`src/rtl/sbuf_pkg.sv`:
```
package sbuf_pkg;
  localparam int unsigned SB_AW = 32;
  localparam int unsigned SB_DW = 32;
  localparam int unsigned SB_EVT_N = 7;

  typedef struct packed {
    logic [SB_AW-1:0] addr;
    logic [SB_DW-1:0] data;
  } sb_entry_t;
endpackage

```
`src/rtl/sbuf_fifo.sv`:
```
// Ring of pending stores; DEPTH must be a power of two.
module sbuf_fifo
  import sbuf_pkg::*;
#(
  parameter int unsigned DEPTH = 8
) (
  input  logic                                clk,
  input  logic                                rst_n,
  input  logic                                push,
  input  sb_entry_t                           push_ent,
  input  logic                                pop,
  output sb_entry_t                           slot_o [DEPTH],
  output logic [((DEPTH>1)?$clog2(DEPTH):1)-1:0] head_o,
  output logic [$clog2(DEPTH+1)-1:0]          count_o,
  output logic                                full_o,
  output logic                                empty_o,
  output sb_entry_t                           head_ent_o
);
  localparam int unsigned PTR_W = (DEPTH > 1) ? $clog2(DEPTH) : 1;
  localparam int unsigned CNT_W = $clog2(DEPTH + 1);

  sb_entry_t         slot_q [DEPTH];
  logic [PTR_W-1:0]  head_q, head_d;
  logic [PTR_W-1:0]  tail_q, tail_d;
  logic [CNT_W-1:0]  cnt_q, cnt_d;

  // storage: enable per slot, no reset on data
  for (genvar g = 0; g < DEPTH; g++) begin : g_slot
    always_ff @(posedge clk) begin
      if (push && (tail_q == PTR_W'(g))) begin
        slot_q[g] <= push_ent;
      end
    end
    assign slot_o[g] = slot_q[g];
  end

  always_comb begin
    head_d = head_q;
    tail_d = tail_q;
    cnt_d  = cnt_q;
    if (pop) begin
      head_d = head_q + PTR_W'(1);
    end
    if (push) begin
      tail_d = tail_q + PTR_W'(1);
    end
    cnt_d = cnt_q + CNT_W'(push) - CNT_W'(pop);
  end

  always_ff @(posedge clk or negedge rst_n) begin
    if (!rst_n) begin
      head_q <= '0;
      tail_q <= '0;
      cnt_q  <= '0;
    end else begin
      head_q <= head_d;
      tail_q <= tail_d;
      cnt_q  <= cnt_d;
    end
  end

  assign head_o     = head_q;
  assign count_o    = cnt_q;
  assign full_o     = (cnt_q == CNT_W'(DEPTH));
  assign empty_o    = (cnt_q == '0);
  assign head_ent_o = slot_q[head_q];


  no_overflow_chk: assert property (@(posedge clk) disable iff (!rst_n)
    push |-> !full_o);


  no_underflow_chk: assert property (@(posedge clk) disable iff (!rst_n)
    pop |-> !empty_o);


  count_up_chk: assert property (@(posedge clk) disable iff (!rst_n)
    (push && !pop) |=> (count_o == $past(count_o) + CNT_W'(1)));
endmodule

```
`src/rtl/sbuf_fwd.sv`:
```
// Youngest-match search over the pending ring.
module sbuf_fwd
  import sbuf_pkg::*;
#(
  parameter int unsigned DEPTH = 8
) (
  input  sb_entry_t                           slot_i [DEPTH],
  input  logic [((DEPTH>1)?$clog2(DEPTH):1)-1:0] head_i,
  input  logic [$clog2(DEPTH+1)-1:0]          count_i,
  input  logic [SB_AW-1:0]                    ld_addr,
  output logic                                hit_o,
  output logic [SB_DW-1:0]                    hit_data_o
);
  localparam int unsigned PTR_W = (DEPTH > 1) ? $clog2(DEPTH) : 1;
  localparam int unsigned CNT_W = $clog2(DEPTH + 1);

  // walk from oldest to youngest; a later match overrides an earlier one
  always_comb begin
    hit_o      = 1'b0;
    hit_data_o = '0;
    for (int i = 0; i < DEPTH; i++) begin
      if ((CNT_W'(i) < count_i) &&
          (slot_i[head_i + PTR_W'(i)].addr == ld_addr)) begin
        hit_o      = 1'b1;
        hit_data_o = slot_i[head_i + PTR_W'(i)].data;
      end
    end
  end
endmodule

```
`src/rtl/sbuf_fence.sv`:
```
// Serializing-event handshake: hold the core until the ring is empty.
module sbuf_fence
  import sbuf_pkg::*;
(
  input  logic                clk,
  input  logic                rst_n,
  input  logic [SB_EVT_N-1:0] evt_i,
  input  logic                empty_i,
  output logic                busy_o,
  output logic                ack_o
);
  logic evt_any;

  assign evt_any = |evt_i;
  assign busy_o  = evt_any && !empty_i;
  assign ack_o   = evt_any && empty_i;


  ack_empty_chk: assert property (@(posedge clk) disable iff (!rst_n)
    ack_o |-> (empty_i && !busy_o));


  evt_hold_chk: assert property (@(posedge clk) disable iff (!rst_n)
    (busy_o && !$rose(busy_o)) |-> $past(evt_any));
endmodule

```
`src/rtl/sbuf_top.sv`:
```
module sbuf_top
  import sbuf_pkg::*;
#(
  parameter int unsigned DEPTH = 8
) (
  input  logic                clk,
  input  logic                rst_n,
  input  logic                st_valid,
  input  logic [SB_AW-1:0]    st_addr,
  input  logic [SB_DW-1:0]    st_data,
  output logic                st_ready,
  input  logic [SB_AW-1:0]    ld_addr,
  output logic [SB_DW-1:0]    ld_data,
  output logic                ld_fwd,
  input  logic [SB_DW-1:0]    mem_rdata,
  output logic                mem_req,
  output logic [SB_AW-1:0]    mem_addr,
  output logic [SB_DW-1:0]    mem_wdata,
  input  logic                mem_gnt,
  input  logic [SB_EVT_N-1:0] sync_evt,
  output logic                drain_busy,
  output logic                drain_ack
);
  localparam int unsigned PTR_W = (DEPTH > 1) ? $clog2(DEPTH) : 1;
  localparam int unsigned CNT_W = $clog2(DEPTH + 1);

  sb_entry_t        slot_w [DEPTH];
  sb_entry_t        head_ent;
  sb_entry_t        new_ent;
  logic [PTR_W-1:0] head_w;
  logic [CNT_W-1:0] count_w;
  logic             full_w;
  logic             empty_w;
  logic             push_w;
  logic             pop_w;
  logic             hit_w;
  logic [SB_DW-1:0] hit_data_w;

  assign new_ent.addr = st_addr;
  assign new_ent.data = st_data;

  assign st_ready = !full_w && !drain_busy && !drain_ack;
  assign push_w   = st_valid && st_ready;
  assign mem_req  = !empty_w;
  assign pop_w    = mem_req && mem_gnt;

  assign mem_addr  = head_ent.addr;
  assign mem_wdata = head_ent.data;

  sbuf_fifo #(.DEPTH(DEPTH)) fifo_i (
    .clk        (clk),
    .rst_n      (rst_n),
    .push       (push_w),
    .push_ent   (new_ent),
    .pop        (pop_w),
    .slot_o     (slot_w),
    .head_o     (head_w),
    .count_o    (count_w),
    .full_o     (full_w),
    .empty_o    (empty_w),
    .head_ent_o (head_ent)
  );

  sbuf_fwd #(.DEPTH(DEPTH)) fwd_i (
    .slot_i     (slot_w),
    .head_i     (head_w),
    .count_i    (count_w),
    .ld_addr    (ld_addr),
    .hit_o      (hit_w),
    .hit_data_o (hit_data_w)
  );

  sbuf_fence fence_i (
    .clk     (clk),
    .rst_n   (rst_n),
    .evt_i   (sync_evt),
    .empty_i (empty_w),
    .busy_o  (drain_busy),
    .ack_o   (drain_ack)
  );

  assign ld_fwd  = hit_w;
  assign ld_data = hit_w ? hit_data_w : mem_rdata;


  req_hold_chk: assert property (@(posedge clk) disable iff (!rst_n)
    (mem_req && !mem_gnt) |=> (mem_req && $stable(mem_addr) && $stable(mem_wdata)));


  busy_stall_chk: assert property (@(posedge clk) disable iff (!rst_n)
    drain_busy |-> !st_ready);


  fwd_pending_chk: assert property (@(posedge clk) disable iff (!rst_n)
    ld_fwd |-> mem_req);


  idle_chk: assert property (@(posedge clk) disable iff (!rst_n)
    !mem_req |-> (!drain_busy && !ld_fwd));
endmodule

```
`config.mk`:
```
export PLATFORM = sky130hd
export DESIGN_NAME = sbuf_top
export DESIGN_NICKNAME = d
export VERILOG_FILES = /design/src/rtl/sbuf_pkg.sv /design/src/rtl/sbuf_fifo.sv /design/src/rtl/sbuf_fwd.sv /design/src/rtl/sbuf_fence.sv /design/src/rtl/sbuf_top.sv
export SDC_FILE = /design/constraint.sdc
export NUM_CORES = 2
export LEC_CHECK = 0
export BUFFER_PORTS_ARGS = -buffer_cell sky130_fd_sc_hd__buf_2
export CAP_MARGIN = 20
export CELL_PAD_IN_SITES_DETAIL_PLACEMENT = 1
export CELL_PAD_IN_SITES_GLOBAL_PLACEMENT = 1
export CORE_ASPECT_RATIO = 1.75
export CORE_UTILIZATION = 35
export CTS_BUF_LIST = sky130_fd_sc_hd__clkbuf_8
export DETAILED_ROUTE_END_ITERATION = 7
export PLACE_DENSITY_LB_ADDON = 0.3
export SETUP_SLACK_MARGIN = 0.2
export SLEW_MARGIN = 15
export SYNTH_ARGS = -nofsm -noshare
export SYNTH_HDL_FRONTEND = slang
export SYNTH_HIERARCHICAL = 1
export SYNTH_SLANG_ARGS = --single-unit
```
`constraint.sdc`:
```
create_clock -name clk -period 7.49 [get_ports clk]
set_clock_uncertainty 0.15 [all_clocks]
set_input_delay 0.749 -clock clk [delete_from_list [all_inputs] [get_ports clk]]
set_output_delay 0.749 -clock clk [all_outputs]
set_load 0.03 [all_outputs]
```
### Word level (Yosys, flattened, before mapping)

Memories as Yosys holds them, arrays and structs flattened.
Cells that the tools add are included.

| word-level totals | value |
|---|---|
| register bits | 10 |
| RAM bits | 512 |
| output and inout port bits | 101 |
| word-level logic and storage cells | 168 |
| memories | 1 |

Memory list:

| name | words | bits a word | rd ports | clocked after Yosys merged registers in | write ports | RTL line | text |
|---|---|---|---|---|---|---|---|
| fifo_i.slot_q | 8 | 64 | 9 | 0 | 1 | sbuf_fifo.sv:22 | `sb_entry_t slot_q [DEPTH];` |

| operators by class | value |
|---|---|
| add/subtract/negate cells | 10 |
| order comparisons | 16 |
| equality and inequality tests | 16 |
| multiplexer cells | 78 |
| bitwise logic cells | 8 |
| reductions and logical operators | 36 |

Operator list:

| operator | count |
|---|---|
| binary-select mux 64 bit (select 3 bit) | 8 |
| 2-to-1 mux 64 bit | 23 |
| OR reduction 64 bit | 7 |
| 2-to-1 mux 32 bit | 9 |
| equality test 32 bit | 8 |
| greater-or-equal comparator 4 bit (second input constant) | 8 |
| NOT 3 -> 4 bit | 8 |
| 2-to-1 mux 1 bit | 31 |
| logical AND 1 bit | 22 |
| 2-to-1 mux 3 bit | 7 |
| < comparator 3 x 4 -> 1 bit (first input constant) | 4 |
| adder 3 bit (second input constant) | 4 |
| equality test 3 bit (second input constant) | 4 |
| < comparator 1 x 4 -> 1 bit (first input constant) | 2 |
| < comparator 2 x 4 -> 1 bit (first input constant) | 2 |
| OR reduction 7 bit | 1 |
| adder 3 x 1 -> 3 bit (second input constant) | 2 |
| adder 3 x 2 -> 3 bit (second input constant) | 2 |
| equality test 3 x 2 -> 1 bit (second input constant) | 2 |
| adder 4 x 1 -> 4 bit | 1 |
| equality test 4 bit (second input constant) | 1 |
| logical NOT 1 bit | 4 |
| logical NOT 4 bit | 1 |
| subtractor 4 x 1 -> 4 bit | 1 |
| 2 further kinds | 2 |

### Longest topological paths before layout

| depth | value |
|---|---|
| depth in word-level cells | 18 |
| depth in mapped cells | 26 |
| mapped depth without buffers | 12 |

### By module

The synthesis kept the hierarchy.

By module, submodules not included:

| module | instances | cells each | area each (µm²) |
|---|---|---|---|
| sbuf_fwd | 1 | 2,568 | 24,368.4 |
| sbuf_fifo | 1 | 799 | 19,839.0 |
| sbuf_top | 1 | 40 | 568.0 |
| sbuf_fence | 1 | 4 | 30.0 |

### Worst setup path before layout

Ideal clock, no wire load.

| path | value |
|---|---|
| kind | register -> output |
| start | register fifo_i.head_q[1], in the netlist fifo_i/head_o[1] |
| end | output port ld_data[0] |
| arrival time | 6.845 ns |
| data required time | 6.591 ns |
| setup slack | -0.254 ns |
| cell stages (with the launch flop) | 26 |
| path buffers | 13 |
| cells stage by stage | dfrtp_1 > buf_2 > buf_1 > buf_2 > buf_2 > buf_1 > buf_1 > buf_1 > inv_1 > ha_1 > buf_4 > clkbuf_1 > buf_2 > mux4_2 > o22ai_1 > nor3_1 > a221o_1 > o311a_1 > and4_1 > nor2_1 > clkbuf_1 > nand2_1 > or4_1 > buf_6 > buf_12 > mux2_4 |

| on the way | value |
|---|---|
| cells in the longest elaborated chain, start to end | 15 |
| elaborated cells between the ends (all ways) | 72 |

RTL lines:

| item | RTL line | text |
|---|---|---|
| from (decl) | sbuf_fifo.sv:23 | `logic [PTR_W-1:0] head_q, head_d;` |
| from (signal assigned) | sbuf_fifo.sv:52 | `head_q <= '0;` |
| from (signal assigned) | sbuf_fifo.sv:56 | `head_q <= head_d;` |
| adder 3 x 1 -> 3 bit / NOT 3 -> 4 bit (equally long branches) | sbuf_fwd.sv:23 | `(slot_i[head_i + PTR_W'(i)].addr == ld_addr)) begin` |
| NOT 3 -> 4 bit (not written as such) / binary-select mux 64 bit (select 3 bit) (equally long branches) | sbuf_fwd.sv:23 |  |
| binary-select mux 64 bit (select 3 bit) / 2-to-1 mux 64 bit (equally long branches) | sbuf_fwd.sv:23, sbuf_fwd.sv:25 |  |
| 2-to-1 mux 64 bit (not written as such) | sbuf_fwd.sv:23 |  |
| 2-to-1 mux 64 bit (not written as such) / equality test 32 bit (equally long branches) | sbuf_fwd.sv:23 |  |
| equality test 32 bit / logical AND 1 bit (equally long branches) | sbuf_fwd.sv:23, sbuf_fwd.sv:22 |  |
| logical AND 1 bit / 2-to-1 mux 1 bit (equally long branches) | sbuf_fwd.sv:22 | `if ((CNT_W'(i) < count_i) &&` |
| 2-to-1 mux 1 bit (6 in series) | sbuf_fwd.sv:22 |  |
| 2-to-1 mux 1 bit (*) | sbuf_fwd.sv:22 |  |
| net ld_fwd | sbuf_top.sv:14 | `output logic ld_fwd,` |
| 2-to-1 mux 32 bit (*) | sbuf_top.sv:83 | `assign ld_data = hit_w ? hit_data_w : mem_rdata;` |
| to (decl) | sbuf_top.sv:13 | `output logic [SB_DW-1:0] ld_data,` |

Mark *: on every way through the listed nets, which the timed path passes. The rest lies on a longest branch. The select of a mux whose other input is x is not followed.

### Worst setup path in the final report

| path | value |
|---|---|
| start | register fifo_i.head_q[0], in the netlist fifo_i/head_o[0] |
| end | output port ld_data[18] |

| on the way | value |
|---|---|
| cells in the longest elaborated chain, start to end | 15 |
| elaborated cells between the ends (all ways) | 72 |

RTL lines:

| item | RTL line |
|---|---|
| adder 3 x 1 -> 3 bit / NOT 3 -> 4 bit (equally long branches) | sbuf_fwd.sv:23, sbuf_fwd.sv:25 |
| NOT 3 -> 4 bit (not written as such) / binary-select mux 64 bit (select 3 bit) (equally long branches) | sbuf_fwd.sv:23, sbuf_fwd.sv:25 |
| binary-select mux 64 bit (select 3 bit) / 2-to-1 mux 64 bit (equally long branches) | sbuf_fwd.sv:23, sbuf_fwd.sv:25 |
| 2-to-1 mux 64 bit (not written as such) | sbuf_fwd.sv:23 |
| 2-to-1 mux 64 bit (not written as such) / equality test 32 bit (equally long branches) | sbuf_fwd.sv:23 |
| equality test 32 bit / logical AND 1 bit (equally long branches) | sbuf_fwd.sv:23, sbuf_fwd.sv:22 |
| logical AND 1 bit (tied with other cells) | sbuf_fwd.sv:22 |
| 2-to-1 mux 32 bit / 2-to-1 mux 1 bit (equally long branches) (7 in series) | sbuf_fwd.sv:22 |
| 2-to-1 mux 32 bit (*) | sbuf_top.sv:83 |

Every way passes the cells marked *; elsewhere a longest branch is shown, timed or not. The select of a mux whose other input is x is not followed.

==> results by group <==
Status
  – Outcome: complete, no violations

Timing
  – Fmax: 0.138 GHz
  – Worst slew margin: 0.120
  – Unrepaired setup endpoints after global routing: no
  – Hold Slack: 0.0730 ns
  – Share of the clock period used by the worst path: 0.967
  – Clock period minus worst slack: 7.24 ns
  – Setup TNS: 0 ns
  – Setup violations, final: 0
  – Final Hold Fails: 0
  – Least-Margin Pin Slew: 1.31 ns
  – Final slew viol count: 0

Logic synthesis
  – #FFs+latches synth: 522
  – Prevailing post-synth register cell: edfxtp_1
  – Net Count, Synth: 3,566
  – EDFF count, synth: 512
  – Netlist cell types: 82
  – Synthesis Warnings: 6
  – Async set or reset register ratio after synthesis: 0.0192
  – Post-Synthesis Cell Area: 44,800 µm²
  – Cells after Synth: 3,411
  – Syn_area_per_cell: 13.1 µm²
  – Register area share after synthesis: 0.349

Critical path
  – Worst Path Max Fanout: 19
  – Reg2reg setup slack: 3.48 ns
  – WP buf/inv: 6
  – CP top delay family: compound AO/OA/AOI/OAI gates
  – Most frequent CP cell: buf_4
  – Crit path launch type: register
  – Req. time, crit path: 6.59 ns
  – CP Class: reg2out
  – CP endpoint kind: primary output
  – CP peak stage delay: 1.06 ns
  – CP cell instances: inv_1 -> ha_4 -> buf_4 -> buf_4 -> mux4_2 -> xnor2_1 -> a31oi_1 -> a211oi_1 -> o211ai_1 -> buf_4 -> nor4_4 -> or2_2 -> or4_2 -> buf_12 -> mux2_4 -> buf_2
  – Worst Path Arrival: 6.34 ns
  – CP max stage cell: a31oi_1

Final layout
  – Area of the multi-input gates: 27,700 µm²
  – Filler cell count: 13,300
  – Register area: 15,600 µm²
  – Layout area overhead: 12.5%
  – Nets: 3,748
  – Share of layout cells above drive strength 1: 0.365

Global routing
  – Initial antenna violation count: 27
  – Largest net degree at the start of global routing: 125
  – Total GRT Usage: 0.297
  – Vias in the first global route: 35,800
  – Gr ovfl total: 0
  – Global-route wire length before repair: 271,000 µm

Die
  – Chip width: 272 µm
  – Die footprint: 130,000 µm²
  – # IOs: 240
  – Die Ht: 475 µm
  – Rows: 173
  – Initial core utilization: 0.353
  – Placeable Area: 127,000 µm²

Route
  – Post-DR vias/cell: 6.56
  – DR pass1 iterations: 6
  – Remaining routing DRC violations: 0
  – Iter 0 DRT Violations: 3,034
  – Post-Route WL: 195,000 µm
  – ANT nets after route: 0
  – Routed length per instance: 36.5 µm
  – Total number of vias: 35,000

Power
  – Lkg Pwr: 17.2 nW
  – P per Cell Area: 481 nW/µm²
  – VDD IR max: 0.000360 V

Placement
  – Post-DP HPWL: 137,000 µm
  – IO buf count: 239
  – Gpl congestion: 1.05

Clock network
  – Clk_lat worst skew: 0.78 ns
  – Total clock sinks: 522
  – H-tree Lvls: 3
  – TritonCTS buffer count: 85
  – CTS clock-pin slew for the worst setup and hold paths: 0.08 ns
  – CTS tree: built
  – Clk buf depth: 3
  – Clock root buffer: clkbuf_8

Job
  – Max-Cap Viols: 0

Hold path
  – Min-delay worst type: in2reg
-- cell families (layout without fill, tap and decap cells) --
kind of cell,count (synthesis),count (layout),share of synthesized area
compound gates,329,329,0.0592
xor+xnor,209,209,0.0410
fa+ha+maj,16,16,0.00464
buf+inv,368,617,0.0399
flops,522,522,0.349
mux,982,982,0.407
other cells,0,14,0
simple gates,985,986,0.0992
-- metrics by stage --
stage | utilization | power (W) | instance area [µm²] | std cells | setup slack (ns)
floorplan | - | 0.0155 | 44800 | 3411 | 0.285
global placement | 0.376 | 0.0207 | 47800 | 5124 | 0.107
detailed placement | 0.376 | 0.0209 | 47800 | 5124 | 0.130
CTS | 0.393 | 0.0239 | 50000 | 5307 | 0.213
global route | 0.397 | 0.0253 | 50400 | 5327 | 0.256
finish | 0.397 | 0.0243 | 50400 | 5337 | 0.250
-- cell usage in the layout (no fill, tap or decap), types with 20 or more instances in the layout --
cell type and count:
mux4_2 624, nand2_1 519, edfxtp_1 512, buf_2 240
mux2i_1 232, xnor2_1 186, nor2_1 143, buf_4 125
clkbuf_8 86, mux2_2 72, nand3_1 72, o21ai_0 59
a21oi_1 58, nor4_1 53, inv_1 52, nand2b_1 47
nand4_1 39, and3_1 38, o2111a_1 33, mux2_4 30
o41ai_2 30, clkinv_1 24, nor3_1 22, mux4_1 22
dlygate4sd3_1 20
-- report_power, final --
part,internal [W],total [W],switching [W]
clock network,0.00147,0.00278,0.00131
logic,0.00716,0.0180,0.0109
registers,0.00331,0.00347,0.000160
total,0.0119,0.0243,0.0123
-- worst paths after layout --
check | start | endpoint | cells past startpoint
worst max-delay path | fifo_i/head_o[0]$_DFFE_PN0P_ | ld_data[18] | 16
worst min-delay path | st_addr[26] | fifo_i/slot_q[1][58]$_DFFE_PP_ | 1
worst max register to register | fifo_i/count_o[3]$_DFF_PN0_ | fifo_i/slot_q[6][4]$_DFFE_PP_ | 8
worst min register to register | fifo_i/tail_q[0]$_DFFE_PN0P_ | fifo_i/tail_q[0]$_DFFE_PN0P_ | 1
max in group asynchronous | rst_n | fifo_i/head_o[1]$_DFFE_PN0P_ | 2
min in group asynchronous | rst_n | fifo_i/head_o[0]$_DFFE_PN0P_ | 2
-- what timing repair did --
action | 4_1_cts | 5_1_grt
endpoints found under the hold margin | 124 | 0
setup buffers | 6 | 9
resized for setup | 7 | 41
hold buffers | 20 | 0
cloned | 2 | 5
setup endpoints to repair | 33 | 33
pin swaps | 4 | 4
-- registers in the layout, indices dropped and copies added, names as in the netlist --
signal	cells
fifo_i/head_o	3
fifo_i/count_o	4
fifo_i/slot_q	512
fifo_i/tail_q	3
-- layer usage --
metal | share of wire | routed length, µm | up-vias | GRT usage
met5 | 0.00059 | 115 | - | 0
met4 | 0.082 | 16100 | 16 | 0.211
met3 | 0.063 | 12300 | 520 | 0.0601
met2 | 0.52 | 101000 | 1573 | 0.529
met1 | 0.34 | 65600 | 18700 | 0.310
li1 | - | - | 14200 | -
-- final cells by class --
| class | count | share of cell area |
|---|---|---|
| Multi-Input combinational cell | 2522 | 0.550 |
| Timing Repair Buffer | 414 | 0.0580 |
| Clock inverter | 69 | 0.0125 |
| Clock buffer | 86 | 0.0235 |
| Sequential cell | 522 | 0.310 |
| Antenna cell | 14 | 0.000695 |
| Tap cell | 1662 | 0.0412 |
| Inverter | 48 | 0.00362 |
-- synth_stat cells (10+ instances only) --
cell type	instances	area, µm²
edfxtp_1	512	15400
buf_1	67	251
inv_1	38	143
nand4_1	39	244
nor4_1	56	350
o211ai_1	15	113
o2111a_1	33	372
mux4_1	23	604
nand3_1	73	365
o22ai_1	11	68.8
o2111ai_1	10	87.6
ha_1	15	188
mux2_4	30	450
nor2_1	144	541
and3_1	41	257
buf_4	11	82.6
clkbuf_1	155	582
nand2_1	519	1950
o21ai_0	59	295
dfrtp_1	10	250
nand2b_1	47	294
buf_2	57	285
a31oi_1	14	87.6
xnor2_1	200	1750
mux4_2	623	14000
mux2i_1	233	2330
a2bb2oi_1	10	87.6
o41ai_2	29	472
mux2_2	72	811
a221oi_1	16	140
buf_6	19	214
a21oi_1	58	290
nor3_1	23	115
and2_1	12	75.1
No activity file was read; power rests on OpenSTA's default activity.
